## config.mk

```make
export PLATFORM = sky130hd
export DESIGN_NAME = mbus_addr_rebuild
export DESIGN_NICKNAME = d
export VERILOG_FILES = /design/src/rtl/mbus_rb_pkg.sv /design/src/rtl/mbus_hi_latch.sv /design/src/rtl/mbus_pair_seq.sv /design/src/rtl/mbus_addr_map.sv /design/src/rtl/mbus_region_dec.sv /design/src/rtl/mbus_addr_rebuild.sv
export SDC_FILE = /design/constraint.sdc
export NUM_CORES = 1
export LEC_CHECK = 0
export ABC_AREA = 0
export BUFFER_PORTS_ARGS = -buffer_cell sky130_fd_sc_hd__buf_4
export CORE_UTILIZATION = 50
export CTS_CLUSTER_DIAMETER = 200
export DETAILED_ROUTE_END_ITERATION = 7
export PLACE_DENSITY = 0.85
export SYNTH_ARGS = -nofsm -noshare
export SYNTH_HDL_FRONTEND = slang
export SYNTH_HIERARCHICAL = 1
export SYNTH_SLANG_ARGS = --single-unit
```

## constraint.sdc

```tcl
create_clock -name clk_i -period 1.8 [get_ports clk_i]
set_clock_uncertainty 0.1 [all_clocks]
set_input_delay 0.18 -clock clk_i [delete_from_list [all_inputs] [get_ports clk_i]]
set_output_delay 0.18 -clock clk_i [all_outputs]
set_load 0.05 [all_outputs]
```

## src/rtl/mbus_rb_pkg.sv

```systemverilog
package mbus_rb_pkg;

  typedef enum logic [1:0] {
    MODE_WIDE  = 2'b00,
    MODE_RED   = 2'b01,
    MODE_PAIR  = 2'b10,
    MODE_SPARE = 2'b11
  } bus_mode_e;

  // Bits that split the top region into chip-select and register space.
  localparam int unsigned SPLIT_BITS = 3;

endpackage

```

## src/rtl/mbus_hi_latch.sv

```systemverilog
module mbus_hi_latch #(
  parameter int unsigned LANE_W = 8,
  parameter int unsigned NIB_W  = 4
) (
  input  logic              clk_i,
  input  logic              rst_ni,
  input  logic              en_i,
  input  logic              ale_hi_i,
  input  logic              ale_lo_i,
  input  logic [LANE_W-1:0] lane_i,
  output logic [NIB_W-1:0]  top_o,
  output logic [LANE_W-1:0] mid_o
);

  logic [NIB_W-1:0]  top_q;
  logic [LANE_W-1:0] mid_q;

  always_ff @(posedge clk_i or negedge rst_ni) begin
    if (!rst_ni) begin
      top_q <= '0;
      mid_q <= '0;
    end else if (en_i) begin
      if (ale_hi_i) top_q <= lane_i[NIB_W-1:0];
      if (ale_lo_i) mid_q <= lane_i;
    end
  end

  assign top_o = top_q;
  assign mid_o = mid_q;

endmodule

```

## src/rtl/mbus_pair_seq.sv

```systemverilog
module mbus_pair_seq #(
  parameter int unsigned LANE_W = 8,
  parameter int unsigned NIB_W  = 4
) (
  input  logic              clk_i,
  input  logic              rst_ni,
  input  logic              pair_mode_i,
  input  logic              acc_i,
  input  logic [NIB_W-1:0]  nib_i,
  input  logic [LANE_W-1:0] lo_i,
  output logic              phase_o,
  output logic              reg_first_o,
  output logic              dummy_o,
  output logic [NIB_W-1:0]  nib_o,
  output logic [LANE_W-1:0] lo_o
);

  logic              phase_q;
  logic [NIB_W-1:0]  nib_q;
  logic [LANE_W-1:0] lo_q;
  logic              reg_first;

  // Register space: every nibble bit above the chip-select-4 split set.
  assign reg_first = pair_mode_i && !phase_q && (&nib_i[NIB_W-1:1]);

  always_ff @(posedge clk_i or negedge rst_ni) begin
    if (!rst_ni) begin
      phase_q <= 1'b0;
      nib_q   <= '0;
      lo_q    <= '0;
    end else if (!pair_mode_i) begin
      phase_q <= 1'b0;
    end else if (acc_i) begin
      if (phase_q) begin
        phase_q <= 1'b0;
      end else if (!reg_first) begin
        phase_q <= 1'b1;
        nib_q   <= nib_i;
        lo_q    <= lo_i;
      end
    end
  end

  assign phase_o     = phase_q;
  assign reg_first_o = reg_first;
  assign dummy_o     = pair_mode_i && !phase_q && !reg_first;
  assign nib_o       = nib_q;
  assign lo_o        = lo_q;

endmodule

```

## src/rtl/mbus_addr_map.sv

```systemverilog
module mbus_addr_map
  import mbus_rb_pkg::*;
#(
  parameter int unsigned LANE_W = 8,
  parameter int unsigned NIB_W  = 4,
  localparam int unsigned ADDR_W = NIB_W + 3 * LANE_W
) (
  input  bus_mode_e         mode_i,
  input  logic [LANE_W-1:0] pa_hi_i,
  input  logic [LANE_W-1:0] pa_lo_i,
  input  logic [NIB_W-1:0]  wide_top_i,
  input  logic [LANE_W-1:0] wide_mid_i,
  input  logic              phase_i,
  input  logic              reg_first_i,
  input  logic [NIB_W-1:0]  pair_nib_i,
  input  logic [LANE_W-1:0] pair_lo_i,
  output logic [ADDR_W-1:0] addr_o
);

  localparam int unsigned RED_GAP = ADDR_W - 2 * LANE_W;

  logic [ADDR_W-1:0] wide_addr;
  logic [ADDR_W-1:0] red_addr;
  logic [ADDR_W-1:0] pair_addr;
  logic [ADDR_W-1:0] regd_addr;

  assign wide_addr = {wide_top_i, pa_hi_i, wide_mid_i, pa_lo_i};
  assign red_addr  = {pa_hi_i, {RED_GAP{1'b0}}, pa_lo_i[LANE_W-1:1], 1'b0};
  assign pair_addr = {pair_nib_i, pa_hi_i, pa_lo_i, pair_lo_i};
  assign regd_addr = {pa_hi_i[NIB_W-1:0], {(2*LANE_W){1'b0}}, pa_lo_i};

  always_comb begin
    unique case (mode_i)
      MODE_RED:  addr_o = red_addr;
      MODE_PAIR: begin
        if (phase_i)          addr_o = pair_addr;
        else if (reg_first_i) addr_o = regd_addr;
        else                  addr_o = '0;
      end
      default:   addr_o = wide_addr;
    endcase
  end

endmodule

```

## src/rtl/mbus_region_dec.sv

```systemverilog
module mbus_region_dec
  import mbus_rb_pkg::*;
#(
  parameter int unsigned NUM_CS = 4,
  localparam int unsigned RGN_W = $clog2(NUM_CS)
) (
  input  logic [SPLIT_BITS-1:0] top_bits_i,
  output logic [NUM_CS-1:0]     cs_hit_o,
  output logic                  reg_hit_o
);

  logic [RGN_W-1:0] rgn;
  logic             split;

  assign rgn   = top_bits_i[SPLIT_BITS-1 -: RGN_W];
  assign split = top_bits_i[0];

  for (genvar i = 0; i < NUM_CS; i++) begin : g_cs
    if (i == NUM_CS - 1) begin : g_last
      assign cs_hit_o[i] = (rgn == RGN_W'(i)) && !split;
    end else begin : g_full
      assign cs_hit_o[i] = (rgn == RGN_W'(i));
    end
  end

  assign reg_hit_o = (rgn == RGN_W'(NUM_CS - 1)) && split;

endmodule

```

## src/rtl/mbus_addr_rebuild.sv

```systemverilog
module mbus_addr_rebuild
  import mbus_rb_pkg::*;
#(
  parameter int unsigned DATA_W = 16,
  parameter int unsigned LANE_W = 8,
  parameter int unsigned NIB_W  = 4,
  parameter int unsigned NUM_CS = 4,
  localparam int unsigned ADDR_W = NIB_W + 3 * LANE_W
) (
  input  logic              clk_i,
  input  logic              rst_ni,
  input  logic [1:0]        mode_i,
  input  logic              ale_hi_i,
  input  logic              ale_lo_i,
  input  logic              acc_i,
  input  logic              we_i,
  input  logic [LANE_W-1:0] pa_hi_i,
  input  logic [LANE_W-1:0] pa_lo_i,
  input  logic [DATA_W-1:0] data_i,
  input  logic [DATA_W-1:0] ext_rdata_i,
  output logic [ADDR_W-1:0] addr_o,
  output logic [NUM_CS-1:0] cs_n_o,
  output logic              reg_sel_no,
  output logic              strobe_o,
  output logic              we_o,
  output logic [DATA_W-1:0] wdata_o,
  output logic [DATA_W-1:0] rdata_o
);

  bus_mode_e         mode;
  logic              wide_en;
  logic [NIB_W-1:0]  wide_top;
  logic [LANE_W-1:0] wide_mid;
  logic              pair_phase;
  logic              reg_first;
  logic              dummy;
  logic [NIB_W-1:0]  pair_nib;
  logic [LANE_W-1:0] pair_lo;
  logic [ADDR_W-1:0] next_addr;
  logic [NUM_CS-1:0] cs_hit;
  logic              reg_hit;
  logic              fwd;

  assign mode    = bus_mode_e'(mode_i);
  assign wide_en = (mode == MODE_WIDE) || (mode == MODE_SPARE);

  mbus_hi_latch #(
    .LANE_W (LANE_W),
    .NIB_W  (NIB_W)
  ) u_hi_latch (
    .clk_i    (clk_i),
    .rst_ni   (rst_ni),
    .en_i     (wide_en),
    .ale_hi_i (ale_hi_i),
    .ale_lo_i (ale_lo_i),
    .lane_i   (data_i[DATA_W-1 -: LANE_W]),
    .top_o    (wide_top),
    .mid_o    (wide_mid)
  );

  mbus_pair_seq #(
    .LANE_W (LANE_W),
    .NIB_W  (NIB_W)
  ) u_pair_seq (
    .clk_i       (clk_i),
    .rst_ni      (rst_ni),
    .pair_mode_i (mode == MODE_PAIR),
    .acc_i       (acc_i),
    .nib_i       (pa_hi_i[NIB_W-1:0]),
    .lo_i        (pa_lo_i),
    .phase_o     (pair_phase),
    .reg_first_o (reg_first),
    .dummy_o     (dummy),
    .nib_o       (pair_nib),
    .lo_o        (pair_lo)
  );

  mbus_addr_map #(
    .LANE_W (LANE_W),
    .NIB_W  (NIB_W)
  ) u_addr_map (
    .mode_i      (mode),
    .pa_hi_i     (pa_hi_i),
    .pa_lo_i     (pa_lo_i),
    .wide_top_i  (wide_top),
    .wide_mid_i  (wide_mid),
    .phase_i     (pair_phase),
    .reg_first_i (reg_first),
    .pair_nib_i  (pair_nib),
    .pair_lo_i   (pair_lo),
    .addr_o      (next_addr)
  );

  mbus_region_dec #(
    .NUM_CS (NUM_CS)
  ) u_region_dec (
    .top_bits_i (next_addr[ADDR_W-1 -: SPLIT_BITS]),
    .cs_hit_o   (cs_hit),
    .reg_hit_o  (reg_hit)
  );

  assign fwd = acc_i && !dummy;

  logic              strobe_q;
  logic              we_q;
  logic [ADDR_W-1:0] addr_q;
  logic [DATA_W-1:0] wdata_q;
  logic [NUM_CS-1:0] cs_n_q;
  logic              reg_n_q;

  always_ff @(posedge clk_i or negedge rst_ni) begin
    if (!rst_ni) begin
      strobe_q <= 1'b0;
      we_q     <= 1'b0;
      addr_q   <= '0;
      wdata_q  <= '0;
      cs_n_q   <= '1;
      reg_n_q  <= 1'b1;
    end else begin
      strobe_q <= fwd;
      cs_n_q   <= fwd ? ~cs_hit : '1;
      reg_n_q  <= fwd ? ~reg_hit : 1'b1;
      if (fwd) begin
        we_q    <= we_i;
        addr_q  <= next_addr;
        wdata_q <= data_i;
      end
    end
  end

  assign addr_o     = addr_q;
  assign cs_n_o     = cs_n_q;
  assign reg_sel_no = reg_n_q;
  assign strobe_o   = strobe_q;
  assign we_o       = we_q;
  assign wdata_o    = wdata_q;
  assign rdata_o    = (strobe_q && !we_q) ? ext_rdata_i : '0;

endmodule

```

==> impl_metrics.prom, run 1 <==
# TYPE chip_impl_metric gauge
chip_impl_info{name="crit_type",value="register to register"} 1
chip_impl_metric{name="report.final.hold_viol_count",unit=""} 0
chip_impl_metric{name="synth.yosys.warnings",unit=""} 6
chip_impl_metric{name="fp.dieArea",unit="µm²"} 7670
chip_impl_metric{name="total_power",unit="mW"} 5.37
chip_impl_metric{name="whs",unit="ps"} 20.1
chip_impl_info{name="min_from",value="pa_hi_i[3]"} 1
chip_impl_metric{name="tritoncts.num_buffers",unit=""} 9
chip_impl_metric{name="grt-ovfl-total",unit=""} 0
chip_impl_metric{name="drive_above_1_share",unit=""} 0.594
chip_impl_info{name="worst_path_max_delay_cell",value="dfrtp_2"} 1
chip_impl_metric{name="vias_in_the_first_global_route",unit=""} 2729
chip_impl_metric{name="dp_hpwl",unit="µm"} 6010
chip_impl_info{name="cp-start-kind",value="register"} 1
chip_impl_metric{name="layout.cells.non_filler",unit=""} 512
chip_impl_metric{name="timing_worst_slew_pin_value",unit="ps"} 400
chip_impl_metric{name="boundaryPins",unit=""} 123
chip_impl_metric{name="die_span_in_x",unit="µm"} 87.6
chip_impl_info{name="r2r_start",value="u_pair_seq/phase_o$_DFFE_PN0P_"} 1
chip_impl_metric{name="synth_edf_count",unit=""} 0
chip_impl_metric{name="synth.lib_cells_used.distinct",unit=""} 32
chip_impl_info{name="tritoncts",value="built"} 1
chip_impl_metric{name="drtAntennaViolNets",unit=""} 0
chip_impl_metric{name="required_time_of_the_critical_path",unit="ps"} 1940
chip_impl_metric{name="initial_core_util",unit=""} 0.527
chip_impl_info{name="cpMostUsedCell",value="buf_4"} 1
chip_impl_metric{name="final.setup.worst_slack",unit="ps"} 40.8
chip_impl_info{name="critical_path.endpoint_type",value="register"} 1
chip_impl_metric{name="timing.max_cap.violations",unit=""} 0
chip_impl_metric{name="pwr_density_cell",unit="nW/µm²"} 1040
chip_impl_metric{name="drt_drc_violations_left",unit=""} 0
chip_impl_info{name="cts.root.buffer_cell",value="clkbuf_8"} 1
chip_impl_metric{name="max-slew-margin-rel",unit=""} 0.733
chip_impl_info{name="synth.area.top_cells",value="dfrtp_1, mux2_4, mux2_2"} 1
chip_impl_metric{name="vias",unit=""} 2664
chip_impl_metric{name="worst_path_largest_cell_delay",unit="ps"} 420
chip_impl_info{name="crit-reg2reg-capture",value="addr_o[3]$_DFFE_PN0P_"} 1
chip_impl_metric{name="first_pass_iters",unit=""} 4
chip_impl_metric{name="grt_antenna_before_repair",unit=""} 0
chip_impl_metric{name="synth-seq-cells",unit=""} 76
chip_impl_metric{name="std_cell_rows",unit=""} 30
chip_impl_metric{name="dpl_ws",unit="ps"} -105
chip_impl_metric{name="wl_per_instance",unit="µm"} 17.2
chip_impl_metric{name="drt_iter0_markers",unit=""} 87
chip_impl_metric{name="fmax",unit="GHz"} 0.568
chip_impl_metric{name="vias_per_cell",unit=""} 5.20
chip_impl_info{name="grt_setup_unrepaired",value="no"} 1
chip_impl_info{name="timing.hold.worst.class",value="primary input to register"} 1
chip_impl_metric{name="ys_async_sr_fraction",unit=""} 1.00
chip_impl_metric{name="critPathArrivalTime",unit="ps"} 1900
chip_impl_metric{name="cts_htree_levels",unit=""} 3
chip_impl_metric{name="finalSetupViolations",unit=""} 0
chip_impl_metric{name="dp_cells",unit=""} 466
chip_impl_info{name="min_to",value="u_pair_seq/nib_o[3]$_DFFE_PN0P_"} 1
chip_impl_metric{name="gp_congestion",unit=""} 0.779
chip_impl_metric{name="ff2ff_path_depth",unit=""} 5
chip_impl_info{name="cp_top_family",value="flip-flops"} 1
chip_impl_info{name="worstPathCellList",value="buf_4, and3b_1, buf_4, a22o_1, mux2_4"} 1
chip_impl_metric{name="design.final.nets",unit=""} 470
chip_impl_metric{name="fp.coreArea",unit="µm²"} 6940
chip_impl_metric{name="synth_cells",unit=""} 247
chip_impl_metric{name="worst-path-max-fanout",unit=""} 8
chip_impl_info{name="status",value="completed"} 1
chip_impl_metric{name="finalCritPeriodShare",unit=""} 0.977
chip_impl_metric{name="global_route.usage.total",unit=""} 0.234
chip_impl_metric{name="grt_pass1_wl",unit="µm"} 13400
chip_impl_metric{name="clock_tree.buffer_depth",unit=""} 2
chip_impl_metric{name="maxSlewViolCount",unit=""} 0
chip_impl_info{name="ys.flop_type",value="dfrtp_1"} 1
chip_impl_metric{name="placed_area",unit="µm²"} 4690
chip_impl_metric{name="die-height",unit="µm"} 87.6
chip_impl_metric{name="final_period_minus_worst_setup_slack",unit="ps"} 1760
chip_impl_info{name="layout.cells.most_common",value="buf_4"} 1
chip_impl_metric{name="finalInstanceArea",unit="µm²"} 5180
chip_impl_metric{name="post_synth_design_cell_area",unit="µm²"} 3660
chip_impl_metric{name="pin_count_of_the_biggest_net_entering_global_routing",unit=""} 47
chip_impl_metric{name="wirelength",unit="µm"} 8810
chip_impl_metric{name="cts_sinks",unit=""} 76
chip_impl_metric{name="place.port_buffers",unit=""} 122
chip_impl_metric{name="reg2reg_setup_slack",unit="ps"} 40
chip_impl_metric{name="synth_area_per_cell",unit="µm²"} 14.8
chip_impl_metric{name="n_antenna_cell",unit=""} 0
chip_impl_metric{name="syn2layout_area_growth",unit="%"} 41.4
chip_impl_info{name="layout.cells.most_common_list",value="buf_4, dfrtp_1, mux2_4"} 1
chip_impl_metric{name="leakagePower",unit="nW"} 2.59
chip_impl_metric{name="cts.clk_slew.worst_paths",unit="ps"} 90
chip_impl_metric{name="syn-num-nets",unit=""} 306
chip_impl_metric{name="peakVddDrop",unit="mV"} 0.528
chip_impl_metric{name="synth_top_area_frac",unit=""} 0.485
chip_impl_metric{name="worst_path_buf_inv",unit=""} 2
chip_impl_metric{name="tns",unit="ps"} 0
chip_impl_metric{name="layout.core_utilization",unit=""} 0.745
chip_impl_info{name="yosys.area.top_type",value="dfrtp_1"} 1
chip_impl_metric{name="sequential_cell_area_fraction_in_the_yosys_report",unit=""} 0.521
chip_impl_metric{name="timing.hold.worst_path_depth",unit=""} 2
chip_impl_metric{name="clkLatencyLatePin",unit="ps"} 350
[synth_stat cells, drive strengths merged (3+ instances only)]
master and number:
inv 4, dfrtp 71, dfstp 5, nor2b 5, and2 20, mux2 69, buf 11, a22oi 6
clkbuf 3, ha 3, nand2 15, a22o 19
[worst reg2reg max path, stage by stage, from the launching register on]
cell     delay (ps)
dfrtp_2         420
buf_4           150
and3b_1         260
buf_4           200
a22o_1          260
mux2_4          270
[final cells by class]
| type | instances | area, µm² |
|---|---|---|
| Sequential cell | 76 | 1910 |
| Fill cell | 460 | 1770 |
| Multi-Input combinational cell | 153 | 1590 |
| Timing Repair Buffer | 167 | 1360 |
| Clock buffer | 9 | 124 |
| Tap cell | 96 | 120 |
| Clock inverter | 7 | 57.6 |
| Inverter | 4 | 15.0 |
[flip-flops by register name, indices dropped and copies added, names as in the netlist]
register            cells
u_hi_latch/mid_o        8
u_pair_seq/nib_o        4
wdata_o                16
strobe_o                1
u_pair_seq/phase_o      1
u_hi_latch/top_o        4
u_pair_seq/lo_o         8
we_o                    1
addr_o                 28
cs_n_o                  4
reg_sel_no              1
[repair_timing]
action | 4_1_cts | 5_1_grt
endpoints found under the hold margin | 70 | 0
setup buffers | 0 | 1
hold buffers | 29 | 0
endpoints found under the setup margin | 0 | 13
gates resized for setup | 0 | 3
[where the power goes]
group	switching, mW	total (mW)	internal, mW
logic	1.12	1.98	0.854
clock network	0.687	1.21	0.522
registers	0.182	2.19	2.01
total	1.99	5.37	3.38
[layer usage]
metal	vias up	wire length, µm	GRT usage
li1	1202	-	-
met1	1340	3560	0.278
met2	106	4550	0.419
met3	16	497	0.0434
met4	0	194	0.0954
met5	-	0	0
[cells by family after synthesis]
| kind of cell | share of synthesized area |
|---|---|
| flops | 0.521 |
| compound gates | 0.0701 |
| buf+inv | 0.0502 |
| fa+ha+maj | 0.0103 |
| simple gates | 0.0817 |
| mux | 0.267 |
[how the worst max path moves through the flow]
stage                                         startpoint                    end  slack, ps  cells after the start
after CTS                 u_pair_seq/phase_o$_DFFE_PN0P_  addr_o[3]$_DFFE_PN0P_         30                      5
after global placement                         mode_i[0]  addr_o[6]$_DFFE_PN0P_        -40                      7
after global routing      u_pair_seq/phase_o$_DFFE_PN0P_    cs_n_o[2]$_DFF_PN1_         10                      7
after detailed placement                       mode_i[0]  addr_o[3]$_DFFE_PN0P_       -110                      7
final                     u_pair_seq/phase_o$_DFFE_PN0P_  addr_o[3]$_DFFE_PN0P_         40                      5
after floorplan                       strobe_o$_DFF_PN0_            rdata_o[10]         70                      3
Note: power is estimated with default switching activity, not from simulation.
==> inputs of run 2 (changes only) <==
- PLACE_DENSITY: 0.85 -> unset
- PLACE_DENSITY_LB_ADDON: unset -> 0.3
==> impl_metrics.prom, run 2 (synthesized netlist as in run 1, its figures left out) <==
# TYPE chip_impl_metric gauge
chip_impl_metric{name="grt_antenna_before_repair",unit=""} 0
chip_impl_metric{name="clock_tree.buffer_depth",unit=""} 2
chip_impl_metric{name="design.final.nets",unit=""} 471
chip_impl_metric{name="cts_sinks",unit=""} 76
chip_impl_metric{name="wl_per_instance",unit="µm"} 17.4
chip_impl_metric{name="drtAntennaViolNets",unit=""} 0
chip_impl_metric{name="gp_congestion",unit=""} 0.834
chip_impl_metric{name="syn2layout_area_growth",unit="%"} 44.4
chip_impl_metric{name="cts.clk_slew.worst_paths",unit="ps"} 80
chip_impl_metric{name="placed_area",unit="µm²"} 4670
chip_impl_metric{name="final_period_minus_worst_setup_slack",unit="ps"} 1760
chip_impl_info{name="grt_setup_unrepaired",value="yes"} 1
chip_impl_metric{name="wirelength",unit="µm"} 8910
chip_impl_metric{name="finalSetupViolations",unit=""} 0
chip_impl_metric{name="pin_count_of_the_biggest_net_entering_global_routing",unit=""} 49
chip_impl_metric{name="boundaryPins",unit=""} 123
chip_impl_metric{name="finalInstanceArea",unit="µm²"} 5290
chip_impl_metric{name="peakVddDrop",unit="mV"} 0.610
chip_impl_info{name="layout.cells.most_common",value="buf_4"} 1
chip_impl_info{name="status",value="completed"} 1
chip_impl_metric{name="worst-path-max-fanout",unit=""} 19
chip_impl_metric{name="critPathArrivalTime",unit="ps"} 1890
chip_impl_metric{name="largest_register_ffs",unit=""} 28
chip_impl_metric{name="fp.dieArea",unit="µm²"} 7670
chip_impl_metric{name="global_route.usage.total",unit=""} 0.227
chip_impl_metric{name="grt_pass1_wl",unit="µm"} 13100
chip_impl_metric{name="vias_in_the_first_global_route",unit=""} 2601
chip_impl_metric{name="fp.coreArea",unit="µm²"} 6940
chip_impl_metric{name="initial_core_util",unit=""} 0.527
chip_impl_info{name="layout.cells.most_common_list",value="buf_4, dfrtp_1, mux2_4"} 1
chip_impl_metric{name="grt-ovfl-total",unit=""} 0
chip_impl_metric{name="n_antenna_cell",unit=""} 0
chip_impl_metric{name="maxSlewViolCount",unit=""} 0
chip_impl_metric{name="tns",unit="ps"} 0
chip_impl_metric{name="drt_drc_violations_left",unit=""} 0
chip_impl_metric{name="fmax",unit="GHz"} 0.567
chip_impl_metric{name="pwr_density_cell",unit="nW/µm²"} 1020
chip_impl_info{name="cp-start-kind",value="primary input"} 1
chip_impl_metric{name="leakagePower",unit="nW"} 2.63
chip_impl_info{name="crit_type",value="primary input to register"} 1
chip_impl_metric{name="dp_hpwl",unit="µm"} 5740
chip_impl_metric{name="finalCritPeriodShare",unit=""} 0.980
chip_impl_metric{name="clkLatencyLatePin",unit="ps"} 340
chip_impl_metric{name="timing_worst_slew_pin_value",unit="ps"} 361
chip_impl_metric{name="timing.max_cap.violations",unit=""} 0
chip_impl_metric{name="required_time_of_the_critical_path",unit="ps"} 1930
chip_impl_metric{name="cts_htree_levels",unit=""} 3
chip_impl_metric{name="die_span_in_x",unit="µm"} 87.6
chip_impl_metric{name="drt_iter0_markers",unit=""} 109
chip_impl_metric{name="vias",unit=""} 2598
chip_impl_metric{name="die-height",unit="µm"} 87.6
chip_impl_metric{name="first_pass_iters",unit=""} 4
chip_impl_info{name="timing.hold.worst.class",value="primary input to register"} 1
chip_impl_metric{name="drive_above_1_share",unit=""} 0.614
chip_impl_metric{name="place.port_buffers",unit=""} 122
chip_impl_metric{name="report.final.hold_viol_count",unit=""} 0
chip_impl_info{name="cts.root.buffer_cell",value="clkbuf_8"} 1
chip_impl_metric{name="vias_per_cell",unit=""} 5.06
chip_impl_metric{name="std_cell_rows",unit=""} 30
chip_impl_metric{name="tritoncts.num_buffers",unit=""} 9
chip_impl_info{name="tritoncts",value="built"} 1
chip_impl_metric{name="max-slew-margin-rel",unit=""} 0.759
chip_impl_info{name="critical_path.endpoint_type",value="register"} 1
-- run 2: cell types whose count changed in the layout (fill, tap and decap cells not counted), moves of 2 or more --
cell,before,now
a22oi_1,6,4
a22oi_2,0,2
buf_12,3,5
buf_4,135,129
buf_6,0,4
clkbuf_16,0,2
clkinv_4,0,2
inv_6,3,1
nor2b_1,4,2
-- run 2: path summary, 6_finish.rpt --
kind                                                start                              end  slack, ps  cells past startpoint
min reg2reg                       wdata_o[15]$_DFFE_PN0P_          wdata_o[15]$_DFFE_PN0P_        420                      1
min                                            pa_hi_i[0]  u_pair_seq/nib_o[0]$_DFFE_PN0P_         20                      2
min in group asynchronous                          rst_ni           addr_o[27]$_DFFE_PN0P_        190                      2
max                                            pa_hi_i[1]           addr_o[19]$_DFFE_PN0P_         40                      8
max in group asynchronous                          rst_ni   u_pair_seq/phase_o$_DFFE_PN0P_        840                      3
max reg2reg                u_pair_seq/phase_o$_DFFE_PN0P_            addr_o[3]$_DFFE_PN0P_         70                      5
-- run 2: timing repair --
action,CTS,global route
hold endpoints to repair,65,0
endpoints found under the setup margin,16,50
pin swaps,0,1
cloned,0,3
gates resized for setup,2,15
hold buffers,28,0
setup buffers,0,4
-- run 2: area by class of cell --
type / count / area [µm²]
clock buffers: 9 / 124
clock inverters: 7 / 60.1
fillers: 447 / 1660
inverters: 4 / 15.0
multi-input cells: 153 / 1620
flip-flops and latches: 76 / 1910
well taps: 96 / 120
repair buffers: 168 / 1440
-- run 2: per-layer routing --
| metal | GRT usage | part of all wire |
|---|---|---|
| met1 | 0.301 | 0.44 |
| met3 | 0.0443 | 0.043 |
| met5 | 0 | 0 |
| met4 | 0.0879 | 0.019 |
| met2 | 0.371 | 0.50 |
-- run 2: where the power goes --
group          switching [mW]  internal [mW]  leakage, nW
registers               0.189           2.01        0.916
clock network           0.675          0.518       0.0840
logic                    1.12          0.879         1.63
-- run 2: critical path: stages --
cell and delay (ps):
dlygate4sd3_1 560, buf_6 120, nand3_2 90, nor2b_2 180, nor2b_4 140, buf_4 130
buf_12 160, mux2_4 320
-- run 2: stage by stage --
step                       util  worst slack, ps  total power [mW]  std cells  hold WS, ps
after global routing      0.761            -26.1              5.60        513         13.5
after detailed placement  0.673            -11.2              4.11        462         19.4
after floorplan               -             66.4              3.52        247         -216
final                     0.761             35.4              5.39        513         16.1
after CTS                 0.741             7.76              5.36        506         10.6
after global placement    0.673             2.35              4.08        462         19.7
